File: src/rtl/mandel_pkg.sv
package mandel_pkg;
  parameter int unsigned COORD_W = 16;
  parameter int unsigned FRAC_W  = 12;
  parameter int unsigned ITER_W  = 8;

  typedef enum logic {
    ST_IDLE = 1'b0,
    ST_RUN  = 1'b1
  } eng_state_e;
endpackage

File: src/rtl/mandel_sat.sv
// Clamp a wide signed value into a narrower signed range.
module mandel_sat #(
  parameter int IW = 32,
  parameter int OW = 16
) (
  input  logic signed [IW-1:0] din,
  output logic signed [OW-1:0] dout
);
  localparam logic signed [IW-1:0] HI = IW'((64'sd1 <<< (OW-1)) - 64'sd1);
  localparam logic signed [IW-1:0] LO = ~HI;

  always_comb begin
    if (din > HI)      dout = HI[OW-1:0];
    else if (din < LO) dout = LO[OW-1:0];
    else               dout = din[OW-1:0];
  end
endmodule

File: src/rtl/mandel_fxmul.sv
// Full-width signed product, rescaled by FRAC bits and clamped.
module mandel_fxmul #(
  parameter int W    = 16,
  parameter int FRAC = 12
) (
  input  logic signed [W-1:0] op_l,
  input  logic signed [W-1:0] op_r,
  output logic signed [W-1:0] prod
);
  localparam int PW = 2 * W;

  logic signed [PW-1:0] full;
  logic signed [PW-1:0] scaled;

  assign full   = PW'(op_l) * PW'(op_r);
  assign scaled = full >>> FRAC;

  mandel_sat #(.IW(PW), .OW(W)) u_sat (
    .din  (scaled),
    .dout (prod)
  );
endmodule

File: src/rtl/mandel_step.sv
// One iteration of the real-valued recurrence plus the escape test.
module mandel_step #(
  parameter int W    = 16,
  parameter int FRAC = 12
) (
  input  logic signed [W-1:0] x,
  input  logic signed [W-1:0] y,
  input  logic signed [W-1:0] ca,
  input  logic signed [W-1:0] cb,
  output logic signed [W-1:0] nx,
  output logic signed [W-1:0] ny,
  output logic                escape
);
  localparam int NMUL = 3;
  localparam int SW   = W + 2;
  localparam logic signed [SW-1:0] ESC_LIM = SW'(64'sd4 <<< FRAC);

  // product slots: 0 = x*x, 1 = y*y, 2 = x*y
  logic signed [W-1:0] lhs [NMUL];
  logic signed [W-1:0] rhs [NMUL];
  logic signed [W-1:0] sq  [NMUL];

  always_comb begin
    lhs[0] = x;  rhs[0] = x;
    lhs[1] = y;  rhs[1] = y;
    lhs[2] = x;  rhs[2] = y;
  end

  for (genvar g = 0; g < NMUL; g++) begin : g_mul
    mandel_fxmul #(.W(W), .FRAC(FRAC)) u_mul (
      .op_l (lhs[g]),
      .op_r (rhs[g]),
      .prod (sq[g])
    );
  end

  logic signed [SW-1:0] mag;
  logic signed [SW-1:0] sums [2];
  logic signed [W-1:0]  outs [2];

  // magnitude reuses the two squares of this iteration
  assign mag    = SW'(sq[0]) + SW'(sq[1]);
  assign escape = mag > ESC_LIM;

  always_comb begin
    sums[0] = SW'(sq[0]) - SW'(sq[1]) + SW'(ca);
    sums[1] = (SW'(sq[2]) <<< 1) + SW'(cb);
  end

  for (genvar k = 0; k < 2; k++) begin : g_sat
    mandel_sat #(.IW(SW), .OW(W)) u_sat (
      .din  (sums[k]),
      .dout (outs[k])
    );
  end

  assign nx = outs[0];
  assign ny = outs[1];
endmodule

File: src/rtl/mandel_ctrl.sv
// Run control: accept, iteration counting, termination and result hold.
module mandel_ctrl
  import mandel_pkg::*;
#(
  parameter int CW = 8
) (
  input  logic          clk,
  input  logic          rst_n,
  input  logic          start,
  input  logic [CW-1:0] max_iter,
  input  logic          escape,
  output logic          busy,
  output logic          done,
  output logic          load,
  output logic          step_en,
  output logic [CW-1:0] count,
  output logic          escaped
);
  eng_state_e    st_q, st_d;
  logic [CW-1:0] lim_q;
  logic [CW-1:0] iter_q, iter_d;
  logic          accept, at_limit, running, finish;
  logic          done_q, esc_q;
  logic [CW-1:0] cnt_q;

  assign running  = (st_q == ST_RUN);
  assign accept   = (st_q == ST_IDLE) && start;
  assign at_limit = (iter_q == lim_q);
  assign finish   = running && (escape || at_limit);
  assign step_en  = running && !escape && !at_limit;

  always_comb begin
    st_d = st_q;
    case (st_q)
      ST_IDLE: if (accept) st_d = ST_RUN;
      ST_RUN:  if (finish) st_d = ST_IDLE;
      default: st_d = ST_IDLE;
    endcase
  end

  always_comb begin
    iter_d = iter_q;
    if (accept)       iter_d = '0;
    else if (step_en) iter_d = iter_q + 1'b1;
  end

  always_ff @(posedge clk or negedge rst_n) begin
    if (!rst_n) st_q <= ST_IDLE;
    else        st_q <= st_d;
  end

  always_ff @(posedge clk or negedge rst_n) begin
    if (!rst_n)                 iter_q <= '0;
    else if (accept || step_en) iter_q <= iter_d;
  end

  always_ff @(posedge clk or negedge rst_n) begin
    if (!rst_n)      lim_q <= '0;
    else if (accept) lim_q <= max_iter;
  end

  always_ff @(posedge clk or negedge rst_n) begin
    if (!rst_n) done_q <= 1'b0;
    else        done_q <= finish;
  end

  always_ff @(posedge clk or negedge rst_n) begin
    if (!rst_n) begin
      cnt_q <= '0;
      esc_q <= 1'b0;
    end else if (finish) begin
      cnt_q <= iter_q;
      esc_q <= escape;
    end
  end

  assign busy    = running;
  assign done    = done_q;
  assign load    = accept;
  assign count   = cnt_q;
  assign escaped = esc_q;
endmodule

File: src/rtl/mandel_escape_engine.sv
module mandel_escape_engine
  import mandel_pkg::*;
#(
  parameter int W    = COORD_W,
  parameter int FRAC = FRAC_W,
  parameter int CW   = ITER_W
) (
  input  logic                clk,
  input  logic                rst_n,
  input  logic                start,
  input  logic signed [W-1:0] c_re,
  input  logic signed [W-1:0] c_im,
  input  logic [CW-1:0]       max_iter,
  output logic                busy,
  output logic                done,
  output logic [CW-1:0]       iter_count,
  output logic                escaped
);
  logic signed [W-1:0] x_q, y_q, a_q, b_q;
  logic signed [W-1:0] nx, ny;
  logic                escape, load, step_en;

  mandel_step #(.W(W), .FRAC(FRAC)) u_step (
    .x      (x_q),
    .y      (y_q),
    .ca     (a_q),
    .cb     (b_q),
    .nx     (nx),
    .ny     (ny),
    .escape (escape)
  );

  mandel_ctrl #(.CW(CW)) u_ctrl (
    .clk      (clk),
    .rst_n    (rst_n),
    .start    (start),
    .max_iter (max_iter),
    .escape   (escape),
    .busy     (busy),
    .done     (done),
    .load     (load),
    .step_en  (step_en),
    .count    (iter_count),
    .escaped  (escaped)
  );

  always_ff @(posedge clk or negedge rst_n) begin
    if (!rst_n) begin
      a_q <= '0;
      b_q <= '0;
    end else if (load) begin
      a_q <= c_re;
      b_q <= c_im;
    end
  end

  always_ff @(posedge clk or negedge rst_n) begin
    if (!rst_n) begin
      x_q <= '0;
      y_q <= '0;
    end else if (load) begin
      x_q <= '0;
      y_q <= '0;
    end else if (step_en) begin
      x_q <= nx;
      y_q <= ny;
    end
  end
endmodule

File: config.mk
export PLATFORM = sky130hd
export DESIGN_NAME = mandel_escape_engine
export DESIGN_NICKNAME = d
export VERILOG_FILES = /design/src/rtl/mandel_pkg.sv /design/src/rtl/mandel_sat.sv /design/src/rtl/mandel_fxmul.sv /design/src/rtl/mandel_step.sv /design/src/rtl/mandel_ctrl.sv /design/src/rtl/mandel_escape_engine.sv
export SDC_FILE = /design/constraint.sdc
export NUM_CORES = 2
export LEC_CHECK = 0
export BUFFER_PORTS_ARGS = -buffer_cell sky130_fd_sc_hd__buf_2
export CAP_MARGIN = 20
export CORE_MARGIN = 3
export CORE_UTILIZATION = 40
export DETAILED_ROUTE_END_ITERATION = 16
export MAX_ROUTING_LAYER = met4
export PLACE_DENSITY = 0.6
export SYNTH_ARGS = -nofsm -noshare
export SYNTH_HDL_FRONTEND = slang
export SYNTH_HIERARCHICAL = 1
export SYNTH_SLANG_ARGS = --single-unit
File: constraint.sdc
create_clock -name clk -period 34.7 [get_ports clk]
set_clock_uncertainty 0.2 [all_clocks]
set_input_delay 1.735 -clock clk [delete_from_list [all_inputs] [get_ports clk]]
set_output_delay 1.735 -clock clk [all_outputs]
set_load 0.05 [all_outputs]
Yosys cells after proc, flatten, opt, wreduce, memory -nomap -nowiden
Index checks and enable logic that the tools add are counted.
W data, S select, Z words.
{ "word_totals": {"regBits": 91, "in_bits": 43, "output_inout_bits": 11, "elab_cells": 60} }
{ "classes": {"add_sub_neg": 5, "multipliers": 3, "magnitude_cmp": 11, "n_eq_ne": 1, "mux": 19, "n_bitwise": 1, "reduce_logical": 10} }
{ "op_table": {"columns": ["op", "count"], "rows": [
  ["$mux W16", 14],
  ["$mul A16 B16 Y32", 3],
  ["$gt A20 B16 Y1 const B", 3],
  ["$lt A20 B16 Y1 const B", 3],
  ["$gt A18 B16 Y1 const B", 3],
  ["$add A17 B16 Y18", 2],
  ["$lt A18 B16 Y1 const B", 2],
  ["$add A16 B16 Y17", 1],
  ["$sub A16 B16 Y17", 1],
  ["$mux W8", 2],
  ["$add A8 B1 Y8 const B", 1],
  ["$eq A8 B8 Y1", 1],
  ["$logic_and A1 B1 Y1", 4],
  ["$logic_not A1 Y1", 2],
  ["$logic_or A1 B1 Y1", 2],
  ["$mux W1", 2],
  ["$pmux W1 S2", 1],
  ["$reduce_and A2 Y1", 1],
  ["$reduce_bool A2 Y1", 1],
  ["$not A1 Y1", 1]
]} }

Logic depth before layout (Yosys ltp)
{ "logic_depth": {"depth_word": 11, "mapped_depth": 45, "mapped_depth_nobuf": 43} }

By module
The synthesis kept the hierarchy.
{ "modules_own_cells": {"columns": ["mod", "n_inst", "cells_per_inst", "area_each_um2", "seq_area_each_um2"], "rows": [
  ["mandel_fxmul (u_step.g_mul[1].u_mul)", 1, 1076, 9724.3, 0.0],
  ["mandel_fxmul (u_step.g_mul[0].u_mul)", 1, 1082, 9681.8, 0.0],
  ["mandel_fxmul (u_step.g_mul[2].u_mul)", 1, 1059, 9634.2, 0.0],
  ["mandel_step", 1, 408, 2932.8, 0.0],
  ["mandel_escape_engine", 1, 171, 2637.5, 1601.5],
  ["mandel_ctrl", 1, 109, 1328.8, 675.6],
  ["mandel_sat (u_step.g_mul[0].u_mul.u_sat ...)", 3, 28, 231.5, 0.0],
  ["mandel_sat (u_step.g_sat[0].u_sat ...)", 2, 54, 326.6, 0.0]
]} }

Worst setup path after synthesis
OpenSTA, ideal clock, no wires.
{ "synth_timing": {"path_kind": "reg-to-reg", "from": "reg y_q[1]", "to": "reg y_q[8]", "setup_ps": 119, "arrival_ps": 11628, "slack_ps": 22753, "path_stages_with_launch": 42, "path_buffers": 5, "period_less_slack_ps": 11947, "path_cell_list": "dfrtp_1 clkbuf_1 nand2_1 inv_1 fa_1 inv_1 fa_1 inv_1 fa_1 fa_1 fa_1 inv_1 fa_1 inv_1 ha_1 buf_2 nand3_1 a2111o_1 [... 6 more ...] o41ai_4 a21o_2 ha_1 inv_1 fa_1 nand2b_1 a21oi_1 o211ai_1 and4_1 or4b_1 nor4b_1 o211ai_1 clkbuf_1 a211oi_1 buf_4 buf_6 mux2i_1 nor2_1"} }
{ "synth_rtl": {"columns": ["item", "line_no", "text"], "rows": [
  ["start, declared", "mandel_escape_engine.sv:19", "logic signed [W-1:0] x_q, y_q, a_q, b_q;"],
  ["start signal, assigned", "mandel_escape_engine.sv:66", "y_q <= ny;"]
]} }

==> run summary <==
The hold violation total from the final report is 0. At the pin with the least slew margin, the transition time is 0.905 ns. Cell occurring most often along the worst timing path: sky130_fd_sc_hd__fa_1.

Type of the worst setup path: register to register. The tools report the first-pass GRT wire length as 147 mm. CTS built an H-tree with a depth of 3. The mapped cell area came out at 0.0373 sq mm.

The type of origin of the critical path was a register. The data required time of the critical path was 34.73 ns; the hold slack was 0.312 ns. The area growth from synthesis to layout works out to 4.89%. Synthesis inferred 91 register bits.

The library cells used most frequently in the layout, excluding fill and tap cells, are sky130_fd_sc_hd__inv_1, sky130_fd_sc_hd__fa_1, sky130_fd_sc_hd__nand2_1. For the top-level I/O count, the log shows 54. The length of the first detailed-routing pass in iterations was 5.

The run gives 6.11% as the sequential fraction of the synthesis area. The run finished with clean final reports. Counting flops with an async set or reset pin after synthesis yields a share of 100%.

The startpoint of the lowest-slack register-to-register path is y_q[1]$_DFFE_PN0P_. The residual antenna-violating net count after detailed routing was 0; the post-layout minimum cycle time was 12.66 ns. The core region is 0.0921 sq mm. The total nets after synthesis was 5,229; the number of DRC markers in iteration 0 was 979. The die covers 0.0969 sq mm. During placement, the flow inserted port buffers numbering 53. The number of cells on the worst hold path was 1; the basic-gate share of the synthesized area counting and, or, nand and nor cells was 15.1%. The number of logic stages on the critical path including buffering was 39. The detailed-route wire length per cell is 16.1 microns. Tracing the worst setup path back leads to its startpoint at y_q[1]$_DFFE_PN0P_. In the routed design, unresolved DRC markers number 0.

The tools report the clock root buffer master as sky130_fd_sc_hd__clkbuf_16. The critical path endpoint category is a register. The logs give 0 for the max-slew violation count and 0 for the buffer count from post-CTS setup fixing. The slowest stage of the critical path is the sky130_fd_sc_hd__o41ai_4 cell. Summing the areas of all xor and xnor instances in the mapped netlist gives 2.72% of the synthesized area.

Number of setup violations in the final report: 0. Detailed placement ended at an HPWL of 66.1 mm. The run gives 0.854 as the final weighted congestion of routability-driven global placement. Average cell area after synthesis: 9.10 sq um.

The dominant combinational cell family by area after synthesis was adder cells. TritonCTS built the clock tree. The tools report the number of cells in the finished layout apart from fillers as 5,316. For the effective utilization at floorplan, the log shows 40.5%. In this design, the largest share of critical-path delay is due to adder cells.

The final wirelength is 85.7 mm. Setup repair after global routing left no endpoint under its margin. The arrival time of data at the critical path endpoint was 12.69 ns; the count of different cell masters after synthesis was 97.

The final period utilization came out at 36.5%. The logs give 0 for the max capacitance violation total and 4,097 for the post-synthesis instance total. Entering global routing, the biggest net connects 56 pins. The die is 311 microns wide. The worst register-to-register path has a depth of 39.

Global routing used 19.1% of the available tracks across all layers. Derived from the worst setup path, the maximum achievable clock frequency is 79.0 MHz. After Yosys synthesis, full adders, half adders and majority gates account for 52.7% of the synthesized area.

Type of the most critical hold path: register to register. The multiplexer area fraction after synthesis was 2.67%. Count of buffering cells on the critical path with inverters included: 9.

The tools report the standard-cell row count as 111. The buffer levels on the longest clock path is 2, and the count of synthesis-stage warnings from yosys is 6. Following the worst setup path forward leads to its endpoint at y_q[0]$_DFFE_PN0P_. In the synthesized netlist the dominant register cell turns out to be sky130_fd_sc_hd__dfrtp_1. Measured against its own limit, the worst slew margin works out to 39.7%. Along the worst path, the maximum fanout reaches 47. For the worst-case register-to-register setup slack, the log shows 22.04 ns.

Measured along the y axis, the die boundary spans 311 microns. The fraction of the mapped netlist area in compound gates is 8.43%, and the post-CTS resize count is 0. The run gives 0 as the overall overflow remaining after global route. Clock-pin slew was measured on the worst setup and hold paths at 0.09 ns. The share of layout cells above drive strength 1 is 5.82%, and the final-layout setup total negative slack is 0 ns. For this design, the CTS-stage hold fixing added 0 buffers.

The largest single stage delay on the critical path is 0.75 ns. The endpoint identified for the worst register-to-register timing path is y_q[0]$_DFFE_PN0P_. At the end of the flow, the number of nets in the layout was 5,198. After detailed routing, the number of vias per cell comes to 4.93.

The routed layout has 26,200 vias. Number of enable flip-flop cells after synthesis: 0. The via count of the first global-routing pass is 28,300. The most frequent standard cell in the layout excluding fill and tap cells was sky130_fd_sc_hd__inv_1. Counting tap cells, the placed design contains a total of 5,296 instances. The number of antenna violations at the first check in global routing was 2; the number of buffers created by CTS was 9. The tools report the clock insertion delay at the later pin of the skew report as 0.39 ns. Sink count of the clock tree: 91.
-- logic make-up after synthesis --
logic type / Yosys count
adder cells (fa/ha/maj): 1089
multiplexers: 81
AND/OR/NAND/NOR: 1125
buffers and inverters: 1171
flip-flops: 91
XOR/XNOR: 116
AO/OA/AOI/OAI: 424
-- worst min path at each step --
stage	startpoint	to	slack, ns
final	a_q[14]$_DFFE_PN0P_	a_q[14]$_DFFE_PN0P_	0.31
after global routing	a_q[5]$_DFFE_PN0P_	a_q[5]$_DFFE_PN0P_	0.32
after CTS	a_q[5]$_DFFE_PN0P_	a_q[5]$_DFFE_PN0P_	0.31
after detailed placement	u_ctrl/count[4]$_DFFE_PN0P_	u_ctrl/count[4]$_DFFE_PN0P_	0.29
after global placement	a_q[12]$_DFFE_PN0P_	a_q[12]$_DFFE_PN0P_	0.29
after floorplan	a_q[12]$_DFFE_PN0P_	a_q[12]$_DFFE_PN0P_	0.28
-- layout make-up --
cell class              count  area [sq um]
fillers                  9212         53000
clock buffers              10           239
repair buffers             99           636
clock inverters             6          70.1
multi-input cells        2835         30500
diodes                      2          5.00
well taps                1243          1560
inverters                1030          3870
flip-flops and latches     91          2280
-- stage by stage --
stage,utilization [%],worst slack [ns],area (sq um)
6_report,42.5,22.04,39100
5_1_grt,42.5,21.27,39100
3_5_place_dp,42.1,22.15,38800
4_1_cts,42.4,22.10,39100
2_1_floorplan,-,22.75,37300
3_3_place_gp,42.1,22.00,38700
-- worst register-to-register path: cells and delay by family, from the launching register on --
| kind | cells | cell delay (ns) |
|---|---|---|
| adders and majority gates | 9 | 4.17 |
| AOI/OAI and AO/OA | 11 | 3.46 |
| and+or+nand+nor | 8 | 1.86 |
| buffers and inverters | 9 | 1.54 |
| xor gates and xnor gates | 1 | 0.51 |
| DFF | 1 | 0.37 |
| muxes | 1 | 0.37 |
-- layer usage --
| metal | global-route usage, % | up-vias | part of all wire [%] |
|---|---|---|---|
| met4 | 1.99 | 0 | 0.82 |
| li1 | - | 12300 | - |
| met2 | 32.3 | 421 | 50 |
| met5 | - | - | 0 |
| met3 | 2.13 | 52 | 3.5 |
| met1 | 25.7 | 13400 | 46 |
-- synthesized netlist by cell type (20+ instances only) --
library cell               count  area share [%]
sky130_fd_sc_hd__nand2_1     399             4.0
sky130_fd_sc_hd__fa_1        801              43
sky130_fd_sc_hd__nand4_1      20            0.34
sky130_fd_sc_hd__dfrtp_1      91             6.1
sky130_fd_sc_hd__inv_1      1030              10
sky130_fd_sc_hd__and2_1      377             6.3
sky130_fd_sc_hd__a21boi_1     32            0.64
sky130_fd_sc_hd__a21o_1       60             1.2
sky130_fd_sc_hd__o22ai_1      32            0.54
sky130_fd_sc_hd__clkbuf_1    102             1.0
sky130_fd_sc_hd__mux2i_1      33            0.89
sky130_fd_sc_hd__ha_1        288             9.7
sky130_fd_sc_hd__mux2_4       33             1.3
sky130_fd_sc_hd__o21ai_0      40            0.54
sky130_fd_sc_hd__nor2_1      178             1.8
sky130_fd_sc_hd__xor2_1       39            0.92
sky130_fd_sc_hd__a21oi_1      78             1.0
sky130_fd_sc_hd__xnor2_1      77             1.8
sky130_fd_sc_hd__nor3_1       25            0.34
sky130_fd_sc_hd__nand3_1      26            0.35
-- registers in the layout, indices dropped and copies added, names as in the netlist --
signal,flops
a_q,16
x_q,16
u_ctrl/iter_q,8
b_q,16
u_ctrl/escaped,1
u_ctrl/lim_q,8
u_ctrl/count,8
u_ctrl/busy,1
u_ctrl/done,1
y_q,16
Power is not shown: default switching activity piles up to over one toggle a cycle in this logic, so the estimate is an artifact.
